**src/rtl/rbc_pkg.sv**
```systemverilog
package rbc_pkg;
    localparam int SEQ_W = 12;
    typedef logic [SEQ_W-1:0] seq_t;

    // Sequence state of the controller
    typedef struct packed {
        seq_t next_seq;   // number given to the next accepted packet
        seq_t ackd_seq;   // last accepted acknowledge number
        seq_t send_seq;   // number of the packet offered next
        logic replay;     // replay in progress
    } state_t;

    localparam state_t STATE_RST = '{next_seq: '0, ackd_seq: '1, send_seq: '0, replay: 1'b0};
endpackage

```
**src/rtl/rbc_ack_filter.sv**
```systemverilog
module rbc_ack_filter
    import rbc_pkg::*;
(
    input  seq_t ackd_seq,
    input  seq_t next_seq,
    input  seq_t ack_seq,
    output logic ack_ok,
    output seq_t purge_cnt,
    output seq_t occupancy
);
    // Stored packets run from ackd_seq+1 to next_seq-1, modulo 4096
    assign occupancy = next_seq - ackd_seq - 12'd1;
    assign purge_cnt = ack_seq - ackd_seq;
    // Forward and within the stored range; this also excludes backward moves
    assign ack_ok    = (purge_cnt <= occupancy);
endmodule

```
**src/rtl/rbc_flags.sv**
```systemverilog
module rbc_flags
    import rbc_pkg::*;
#(
    parameter int AW = 3
) (
    input  seq_t occupancy,
    output logic full,
    output logic empty
);
    localparam int   DEPTH   = 1 << AW;
    localparam int   CAP     = (DEPTH < 2048) ? DEPTH : 2048;
    localparam seq_t CAP_SEQ = seq_t'(CAP);

    assign full  = (occupancy >= CAP_SEQ);
    assign empty = (occupancy == '0);
endmodule

```
**src/rtl/rbc_store.sv**
```systemverilog
module rbc_store #(
    parameter int DATA_W = 32,
    parameter int AW     = 3
) (
    input  logic              clk,
    input  logic              we,
    input  logic [AW-1:0]     waddr,
    input  logic [DATA_W-1:0] wdata,
    input  logic [31:0]       wcrc,
    input  logic [AW-1:0]     raddr,
    output logic [DATA_W-1:0] rdata,
    output logic [31:0]       rcrc
);
    localparam int DEPTH = 1 << AW;

    logic [DATA_W-1:0] data_mem [DEPTH];
    logic [31:0]       crc_mem  [DEPTH];

    always_ff @(posedge clk) begin
        if (we) begin
            data_mem[waddr] <= wdata;
            crc_mem[waddr]  <= wcrc;
        end
    end

    assign rdata = data_mem[raddr];
    assign rcrc  = crc_mem[raddr];
endmodule

```
**src/rtl/replay_buf_ctrl.sv**
```systemverilog
module replay_buf_ctrl
    import rbc_pkg::*;
#(
    parameter int DATA_W = 32,
    parameter int AW     = 3    // store holds 2**AW packets, AW at most 11
) (
    input  logic              clk,
    input  logic              rst_n,
    input  logic              link_up,
    input  logic              in_valid,
    output logic              in_ready,
    input  logic [DATA_W-1:0] in_data,
    input  logic [31:0]       in_crc,
    output logic              out_valid,
    input  logic              out_ready,
    output logic [11:0]       out_seq,
    output logic [DATA_W-1:0] out_data,
    output logic [31:0]       out_crc,
    input  logic              ack_valid,
    input  logic              ack_is_nak,
    input  logic [11:0]       ack_seq,
    input  logic              replay_req,
    output logic              full,
    output logic              empty
);
    state_t state_q, state_d;
    seq_t   occupancy, purge_cnt;
    seq_t   head_new, send_off;
    logic   ack_ok, in_fire, out_fire;

    rbc_ack_filter u_filter (
        .ackd_seq  (state_q.ackd_seq),
        .next_seq  (state_q.next_seq),
        .ack_seq   (ack_seq),
        .ack_ok    (ack_ok),
        .purge_cnt (purge_cnt),
        .occupancy (occupancy)
    );

    rbc_flags #(.AW(AW)) u_flags (
        .occupancy (occupancy),
        .full      (full),
        .empty     (empty)
    );

    rbc_store #(.DATA_W(DATA_W), .AW(AW)) u_store (
        .clk   (clk),
        .we    (in_fire),
        .waddr (state_q.next_seq[AW-1:0]),
        .wdata (in_data),
        .wcrc  (in_crc),
        .raddr (state_q.send_seq[AW-1:0]),
        .rdata (out_data),
        .rcrc  (out_crc)
    );

    assign in_ready  = link_up && !full && !state_q.replay;
    assign out_valid = (state_q.send_seq != state_q.next_seq);
    assign out_seq   = state_q.send_seq;
    assign in_fire   = in_valid && in_ready;
    assign out_fire  = out_valid && out_ready;

    always_comb begin
        state_d  = state_q;
        head_new = state_q.ackd_seq + 12'd1;
        send_off = '0;

        if (out_fire) state_d.send_seq = state_q.send_seq + 12'd1;
        if (in_fire)  state_d.next_seq = state_q.next_seq + 12'd1;

        if (ack_valid && ack_ok) begin
            state_d.ackd_seq = ack_seq;
            head_new         = ack_seq + 12'd1;
            // Packets purged before being sent are skipped
            send_off = state_d.send_seq - state_q.ackd_seq - 12'd1;
            if (send_off < purge_cnt) state_d.send_seq = head_new;
            if (ack_is_nak) begin
                state_d.send_seq = head_new;
                state_d.replay   = 1'b1;
            end
        end

        if (replay_req) begin
            state_d.send_seq = head_new;
            state_d.replay   = 1'b1;
        end

        if (state_d.send_seq == state_d.next_seq) state_d.replay = 1'b0;

        if (!link_up) state_d = STATE_RST;
    end

    always_ff @(posedge clk or negedge rst_n) begin
        if (!rst_n) state_q <= STATE_RST;
        else        state_q <= state_d;
    end
endmodule

```
**config.mk**
```make
export PLATFORM = sky130hd
export DESIGN_NAME = replay_buf_ctrl
export DESIGN_NICKNAME = d
export VERILOG_FILES = /design/src/rtl/rbc_pkg.sv /design/src/rtl/rbc_ack_filter.sv /design/src/rtl/rbc_flags.sv /design/src/rtl/rbc_store.sv /design/src/rtl/replay_buf_ctrl.sv
export SDC_FILE = /design/constraint.sdc
export NUM_CORES = 1
export LEC_CHECK = 0
export ABC_AREA = 1
export BUFFER_PORTS_ARGS = -buffer_cell sky130_fd_sc_hd__buf_2
export CORE_ASPECT_RATIO = 0.7
export CORE_MARGIN = 1
export CORE_UTILIZATION = 40
export DETAILED_ROUTE_END_ITERATION = 6
export GPL_TIMING_DRIVEN = 0
export HOLD_SLACK_MARGIN = 0.12
export PLACE_DENSITY = 0.58
export SLEW_MARGIN = 20
export SYNTH_ARGS = -nofsm -noshare
export SYNTH_HDL_FRONTEND = slang
export SYNTH_HIERARCHICAL = 1
export SYNTH_SLANG_ARGS = --single-unit
```
**constraint.sdc**
```tcl
create_clock -name clk -period 5.35 [get_ports clk]
set_input_delay 0.2675 -clock clk [delete_from_list [all_inputs] [get_ports clk]]
set_output_delay 0.2675 -clock clk [all_outputs]
set_load 0.1 [all_outputs]
```
==> results.sh, run 1 <==
export IMPL_cp_num_buf_inv=5
export IMPL_syn_inst=3236
export IMPL_row_count=81
export IMPL_dr_first_iter_drc_count=2034
export IMPL_power_share_sequential_pct=26.3
export IMPL_yosys_area_share_xor_xnor_pct=1.354
export IMPL_fin_area_um2=34130
export IMPL_clkPwrFrac_pct=19.3
export IMPL_track_usage_pct=21.78
export IMPL_ys_ff_latch=549
export IMPL_grt_start_max_net_pins=38
export IMPL_grt_antenna_before_repair=6
export IMPL_synth_compound_area_share_pct=1.596
export IMPL_io_buffer_count=161
export IMPL_switchingPower_mw=9.620
export IMPL_critical_path_arrival_ns=5.73
export IMPL_min_period_ns=5.230
export IMPL_combPwrFrac_pct=54.4
export IMPL_worstSetupPathType="reg2reg"
export IMPL_grt_pass1_wl_um=118100
export IMPL_start_util_pct=40.52
export IMPL_syn_avg_cell_area_um2=8.768
export IMPL_slew_headroom_pct=37.14
export IMPL_yosysWarnings=6
export IMPL_cts_buffers=55
export IMPL_status="finished clean"
export IMPL_final_cells=4603
export IMPL_cts_max_level=2
export IMPL_die_h_um=224.8
export IMPL_powerDensity_nw_per_um2=562.8
export IMPL_dr_pass1_iters=6
export IMPL_intPower_mw=9.587
export IMPL_hold_path_class="in2reg"
export IMPL_root_buffer="clkbuf_16"
export IMPL_min_period_over_period_pct=97.76
export IMPL_slowest_stage="dfrtp_2"
export IMPL_crit_path_max_incr_delay_ns=0.44
export IMPL_tritoncts="built"
export IMPL_async_reset_ff_share_pct=6.740
export IMPL_drt_wl_total_um=78730
export IMPL_drc_errors=0
export IMPL_ys_flop_type="edfxtp_1"
export IMPL_syn_nets=3383
export IMPL_skew_ns=0.02229
export IMPL_path_clk_slew_ns=0.07
export IMPL_path_common_cell="nand2_1"
export IMPL_synth_edf_count=512
export IMPL_final_common_cell="nand2_1"
export IMPL_drt_wirelength_per_cell_um=17.10
export IMPL_p_leak_nw=16.48
export IMPL_total_power_mw=19.21
export IMPL_maxCapViolations=0
export IMPL_dp_cells=4375
export IMPL_yosys_area_top_type="edfxtp_1"
export IMPL_route_vias_total=21510
export IMPL_post_dp_hpwl_um=54120
export IMPL_ir_drop_uv=520.9
export IMPL_clock_latency_ns=0.63
export IMPL_die_w_um=320.3
export IMPL_nNetsFinal=3750
export IMPL_synth_area_top_cells="edfxtp_1, nand2_1, inv_1"
export IMPL_fin_setup_tns_ns=0
export IMPL_finalMaxSlewViolations=0
export IMPL_synth_mux_area_share_pct=0
export IMPL_synth_fa_ha_area_share_pct=2.857
export IMPL_cp_top_family="simple AND/OR/NAND/NOR gates"
export IMPL_final_cell_mix="nand2_1, inv_1, edfxtp_1"
export IMPL_gp_congestion=0.9325
export IMPL_ios=164
export IMPL_coreArea_um2=70030
export IMPL_synth_top_area_share_pct=54.18
export IMPL_ys_types=45
export IMPL_cp_end_kind="flip-flop"
export IMPL_setup_viol=0
export IMPL_drive_gt1_share_pct=15.03
export IMPL_ys_seq_area_share_pct=57.50
export IMPL_grt_pass1_vias=19606
export IMPL_via_per_inst=4.673
export IMPL_netlist_area_um2=28370
export IMPL_worst_pin_slew_ns=0.9429
export IMPL_cp_start_kind="flip-flop"
export IMPL_grt_overflow=0
export IMPL_hold_viol=0
export IMPL_syn_to_final_growth_pct=20.28
export IMPL_die_area_um2=72020
export IMPL_synth_simple_area_share_pct=24.60
export IMPL_swShare_pct=50.09
export IMPL_placed_area_um2=31000
export IMPL_synth_top_family_by_area="simple AND/OR/NAND/NOR gates"
export IMPL_cts_sinks=549
export IMPL_drt_antenna_violating_nets=0
export IMPL_max_freq_mhz=191.2
export IMPL_crit_fanout=5
export IMPL_clk_path_buf_depth=3
export IMPL_required_ns=5.85
## logic make-up (layout without fill, tap and decap cells)
family	Yosys count	in the layout
flip-flops	549	549
AO/OA/AOI/OAI	78	78
AND/OR/NAND/NOR	1669	1669
other	0	2
buffers and inverters	834	1245
XOR/XNOR	43	43
adder cells (fa/ha/maj)	63	63
## final timing paths
check                                        startpoint                 endpoint  slack [ns]  cells past startpoint
worst max-delay path               out_seq[9]$_DFF_PN0_   state_q[0]$_DFFE_PN0P_        0.12                     35
worst min-delay path                           in_valid    state_q[25]$_DFF_PN0_        0.19                      5
worst max register to register     out_seq[9]$_DFF_PN0_   state_q[0]$_DFFE_PN0P_        0.12                     35
worst min register to register  state_q[24]$_DFFE_PN1P_  state_q[24]$_DFFE_PN1P_        0.56                      2
max in group asynchronous                         rst_n     out_seq[4]$_DFF_PN0_        4.35                      2
min in group asynchronous                         rst_n    state_q[26]$_DFF_PN0_        0.34                      2
## power groups by stage
stage	Clock (mW)	Combinational (mW)	Sequential, mW
after floorplan	0	7.38	5.09
after global placement	0	9.60	5.17
after detailed placement	0	9.70	5.16
after CTS	3.81	9.84	5.05
after global routing	3.98	11.2	5.06
final	3.71	10.4	5.05
## worst reg2reg max path, delay by kind of cell (launching register included)
kind	cells	cell delay (ns)
AOI/OAI and AO/OA	7	0.91
buffers and inverters	5	0.63
adders and majority gates	2	0.66
and+or+nand+nor	20	2.17
DFF	1	0.44
xor gates and xnor gates	1	0.30
## layer usage
layer / vias up / global-route usage [%] / routed length [µm]
li1: 10814 / - / -
met1: 9919 / 33.38 / 38320
met2: 675 / 31.27 / 32620
met3: 94 / 3.989 / 6089
met4: 8 / 5.881 / 1643
met5: - / 0 / 49
## final cells by class
type / count / area, µm²
diodes: 2 / 5.005
plain buffers: 126 / 792.0
clock buffers: 65 / 1414
clock inverters: 36 / 280.3
fillers: 6647 / 35900
inverters: 708 / 2658
multi-input cells: 1853 / 8912
flip-flops and latches: 549 / 16340
well taps: 954 / 1194
repair buffers: 310 / 2531
## cells in the mapped netlist (all sizes together) (13+ instances only)
cell and n:
ha 60, a21oi 42, edfxtp 512, xnor2 15, nand2 1160, inv 706, nand3 358, nor3 13
clkbuf 17, buf 109, nor2 100, dfrtp 25, xor2 28, nand4 23
## sequential cells by signal, summed over array words and instances, names as in the netlist
register / flops
out_seq: 12
state_q: 25
u_store/crc_mem: 256
u_store/data_mem: 256
## metrics by stage
| stage | setup WS (ns) | hold WS (ns) | util (%) |
|---|---|---|---|
| floorplan | -0.04901 | -0.02809 | - |
| global placement | -1.772 | 0.4536 | 43.40 |
| detailed placement | -0.4124 | 0.4558 | 44.27 |
| CTS | 0.001525 | 0.1354 | 47.97 |
| global route | -0.1021 | 0.1966 | 48.73 |
| finish | 0.1199 | 0.1889 | 48.73 |
## timing repair
action / in CTS / in global routing
gates cloned: 0 / 2
hold buffers: 79 / 0
pin swaps: 0 / 32
setup endpoints to repair: 3 / 5
gates resized for setup: 16 / 71
endpoints found under the hold margin: 552 / 0
buffers inserted: 10 / 34
Power figures use the tool's default switching activity.
==> inputs of run 2 (changes only) <==
--- a/config.mk
+++ b/config.mk
@@ -13,9 +13,9 @@
 export DETAILED_ROUTE_END_ITERATION = 6
 export GPL_TIMING_DRIVEN = 0
 export HOLD_SLACK_MARGIN = 0.12
-export PLACE_DENSITY = 0.58
+export PLACE_DENSITY = 0.59
 export SLEW_MARGIN = 20
 export SYNTH_ARGS = -nofsm -noshare
 export SYNTH_HDL_FRONTEND = slang
-export SYNTH_HIERARCHICAL = 1
 export SYNTH_SLANG_ARGS = --single-unit
+export TNS_END_PERCENT = 50
==> run 2 against run 1 <==
Compared with the run above: the flow now finishes with violations (negative setup slack); non-clock buffer count is 43 higher; clock power is essentially flat; setup slack got worse by 0.15 ns; count of clock-buffer cells in the layout shrank 3; register-to-register slack worse by 0.15 ns; final cell count fell by 21%; critical path type unchanged; highest routed layer unchanged.
==> results.sh, run 2 <==
export IMPL_status="finished with violations"
export IMPL_violations="negative setup slack"
export IMPL_min_period_ns=5.385
export IMPL_crit_path_max_incr_delay_ns=0.43
export IMPL_grt_pass1_vias=18607
export IMPL_path_clk_slew_ns=0.07
export IMPL_r2r_setup_slack_ns=-0.03
export IMPL_track_usage_pct=23.36
export IMPL_cp_start_kind="flip-flop"
export IMPL_final_cell_mix="nor2_1, edfxtp_1, o21ai_0"
export IMPL_reg_top3="u_store.crc_mem x256, u_store.data_mem x256, state_q x25"
export IMPL_r2r_start="out_seq[0]$_DFF_PN0_"
export IMPL_syn_avg_cell_area_um2=10.57
export IMPL_synth_commonest_cells="nor2_1, edfxtp_1, o21ai_0"
export IMPL_cp_end_kind="flip-flop"
export IMPL_min_period_over_period_pct=100.6
export IMPL_synth_edf_count=512
export IMPL_syn_inst=2394
export IMPL_synthMostInstantiatedCell="nor2_1"
export IMPL_path_common_cell="nand2_1"
export IMPL_final_util_pct=50.14
export IMPL_cts_buffers=51
export IMPL_max_freq_mhz=185.7
export IMPL_reg2reg_depth=39
export IMPL_hold_path_end="state_q[13]$_DFFE_PN1P_"
export IMPL_yosysWarnings=0
export IMPL_dr_pass1_iters=6
export IMPL_grt_overflow=0
export IMPL_hold_path_class="in2reg"
export IMPL_yosys_area_top_type="edfxtp_1"
export IMPL_total_power_mw=17.99
export IMPL_netlist_area_um2=25310
export IMPL_ys_flop_type="edfxtp_1"
export IMPL_r2r_end="state_q[0]$_DFFE_PN0P_"
export IMPL_worstSetupPathType="reg2reg"
export IMPL_synth_top_area_share_pct=60.76
export IMPL_cts_max_level=2
export IMPL_fin_ws_ns=-0.03454
export IMPL_worst_pin_slew_ns=0.9735
export IMPL_clk_path_buf_depth=3
export IMPL_cts_sinks=549
export IMPL_drt_wirelength_per_cell_um=20.77
export IMPL_synth_area_top_cells="edfxtp_1, nor2_1, o21ai_0"
export IMPL_drt_wl_total_um=75890
export IMPL_placed_area_um2=27860
export IMPL_p_leak_nw=11.85
export IMPL_post_dp_hpwl_um=53900
export IMPL_slowest_stage="dfrtp_2"
export IMPL_ios=164
export IMPL_maxCapViolations=0
export IMPL_ys_ff_latch=549
export IMPL_ir_drop_uv=615.0
export IMPL_route_vias_total=19549
export IMPL_ys_types=40
export IMPL_via_per_inst=5.350
export IMPL_row_count=76
export IMPL_hold_viol=0
export IMPL_slew_headroom_pct=35.10
export IMPL_die_w_um=302.6
export IMPL_required_ns=5.83
export IMPL_die_h_um=212.4
export IMPL_skew_ns=0.01943
export IMPL_start_util_pct=40.82
export IMPL_grt_pass1_wl_um=113100
export IMPL_syn_nets=2541
export IMPL_critical_path_startpoint="out_seq[0]$_DFF_PN0_"
export IMPL_nNetsFinal=2943
export IMPL_syn_to_final_growth_pct=22.85
export IMPL_fin_setup_tns_ns=-0.03454
export IMPL_die_area_um2=64290
export IMPL_setup_viol=1
export IMPL_drive_gt1_share_pct=18.02
export IMPL_grt_setup_unrepaired="true"
export IMPL_clock_latency_ns=0.59
export IMPL_tritoncts="built"
export IMPL_fin_area_um2=31090
export IMPL_drc_errors=0
export IMPL_grt_antenna_before_repair=3
export IMPL_gp_congestion=0.9135
export IMPL_grt_start_max_net_pins=38
export IMPL_drt_antenna_violating_nets=0
export IMPL_holdCritStartpoint="ack_seq[0]"
export IMPL_async_reset_ff_share_pct=6.740
export IMPL_diodes=0
export IMPL_holdPathStages=3
export IMPL_coreArea_um2=62000
export IMPL_dr_first_iter_drc_count=1873
export IMPL_powerDensity_nw_per_um2=578.8
export IMPL_hold_worst_slack_ns=0.1574
export IMPL_critical_path_arrival_ns=5.87
export IMPL_crit_fanout=6
export IMPL_io_buffer_count=162
export IMPL_finalMaxSlewViolations=0
export IMPL_ys_seq_area_share_pct=64.47
export IMPL_root_buffer="clkbuf_16"
run 2: changes by cell type after synthesis, moves of 13 or more:
cell,delta
o22ai_1,+64
xor2_1,+15
buf_4,-18
nand2_1,-875
clkbuf_1,+83
nor2_1,+437
a31oi_1,+63
buf_6,-13
buf_2,-52
o21ai_0,+271
inv_1,-548
nand3_1,-263
run 2: worst max-delay path by stage:
stage and end:
6_report state_q[0]$_DFFE_PN0P_, 4_1_cts state_q[0]$_DFFE_PN0P_, 2_1_floorplan u_store.crc_mem[0][0]$_DFFE_PP_, 3_3_place_gp u_store.data_mem[4][5]$_DFFE_PP_, 3_5_place_dp state_q[0]$_DFFE_PN0P_, 5_1_grt state_q[0]$_DFFE_PN0P_
run 2: cell type report:
type,instances,area (µm²)
fill,5588,30910
sequential,549,16340
multi-input combinational,1560,8160
tap,819,1025
clock buffer,62,1318
inverter,155,598.1
buffer,129,606.8
timing repair buffer,350,2674
clock inverter,30,365.4
run 2: worst max-delay path, delay by kind of cell, from the launching register on:
kind / cells / cell delay, ns
compound gates: 12 / 1.72
xor+xnor: 2 / 0.34
fa+ha+maj: 2 / 0.51
buf+inv: 5 / 0.47
flops: 1 / 0.43
simple gates: 18 / 1.78
run 2: cell families after synthesis:
group	count (synthesis)	synth area share, %
AOI/OAI and AO/OA	481	10.44
xor gates and xnor gates	60	2.077
adders and majority gates	63	3.204
buffers and inverters	285	4.514
DFF	549	64.47
and+or+nand+nor	956	15.29
run 2: power breakdown:
part / internal, mW / switching, mW
clock network: 2.14 / 1.60
logic: 2.25 / 7.02
registers: 4.86 / 0.120
total: 9.25 / 8.74
run 2: repair_timing:
action	4_1_cts	5_1_grt
setup buffers	14	35
pin swaps	14	37
hold buffers	80	0
cloned	1	0
hold endpoints to repair	549	0
endpoints found under the setup margin	13	15
resized for setup	77	55
run 2: metrics by stage:
stage	setup WS [ns]	instances
4_1_cts	0.008932	3620
3_5_place_dp	-1.457	3433
5_1_grt	-0.4041	3654
2_1_floorplan	-1.872	2394
6_report	-0.03454	3654
3_3_place_gp	-6.619	3375
run 2: metal layers:
metal	vias to the layer above	wire length (µm)	track usage [%]
met3	94	5716	3.658
met2	748	32530	34.19
met1	9530	36280	36.08
li1	9171	-	-
met5	-	34	0
met4	6	1332	5.320
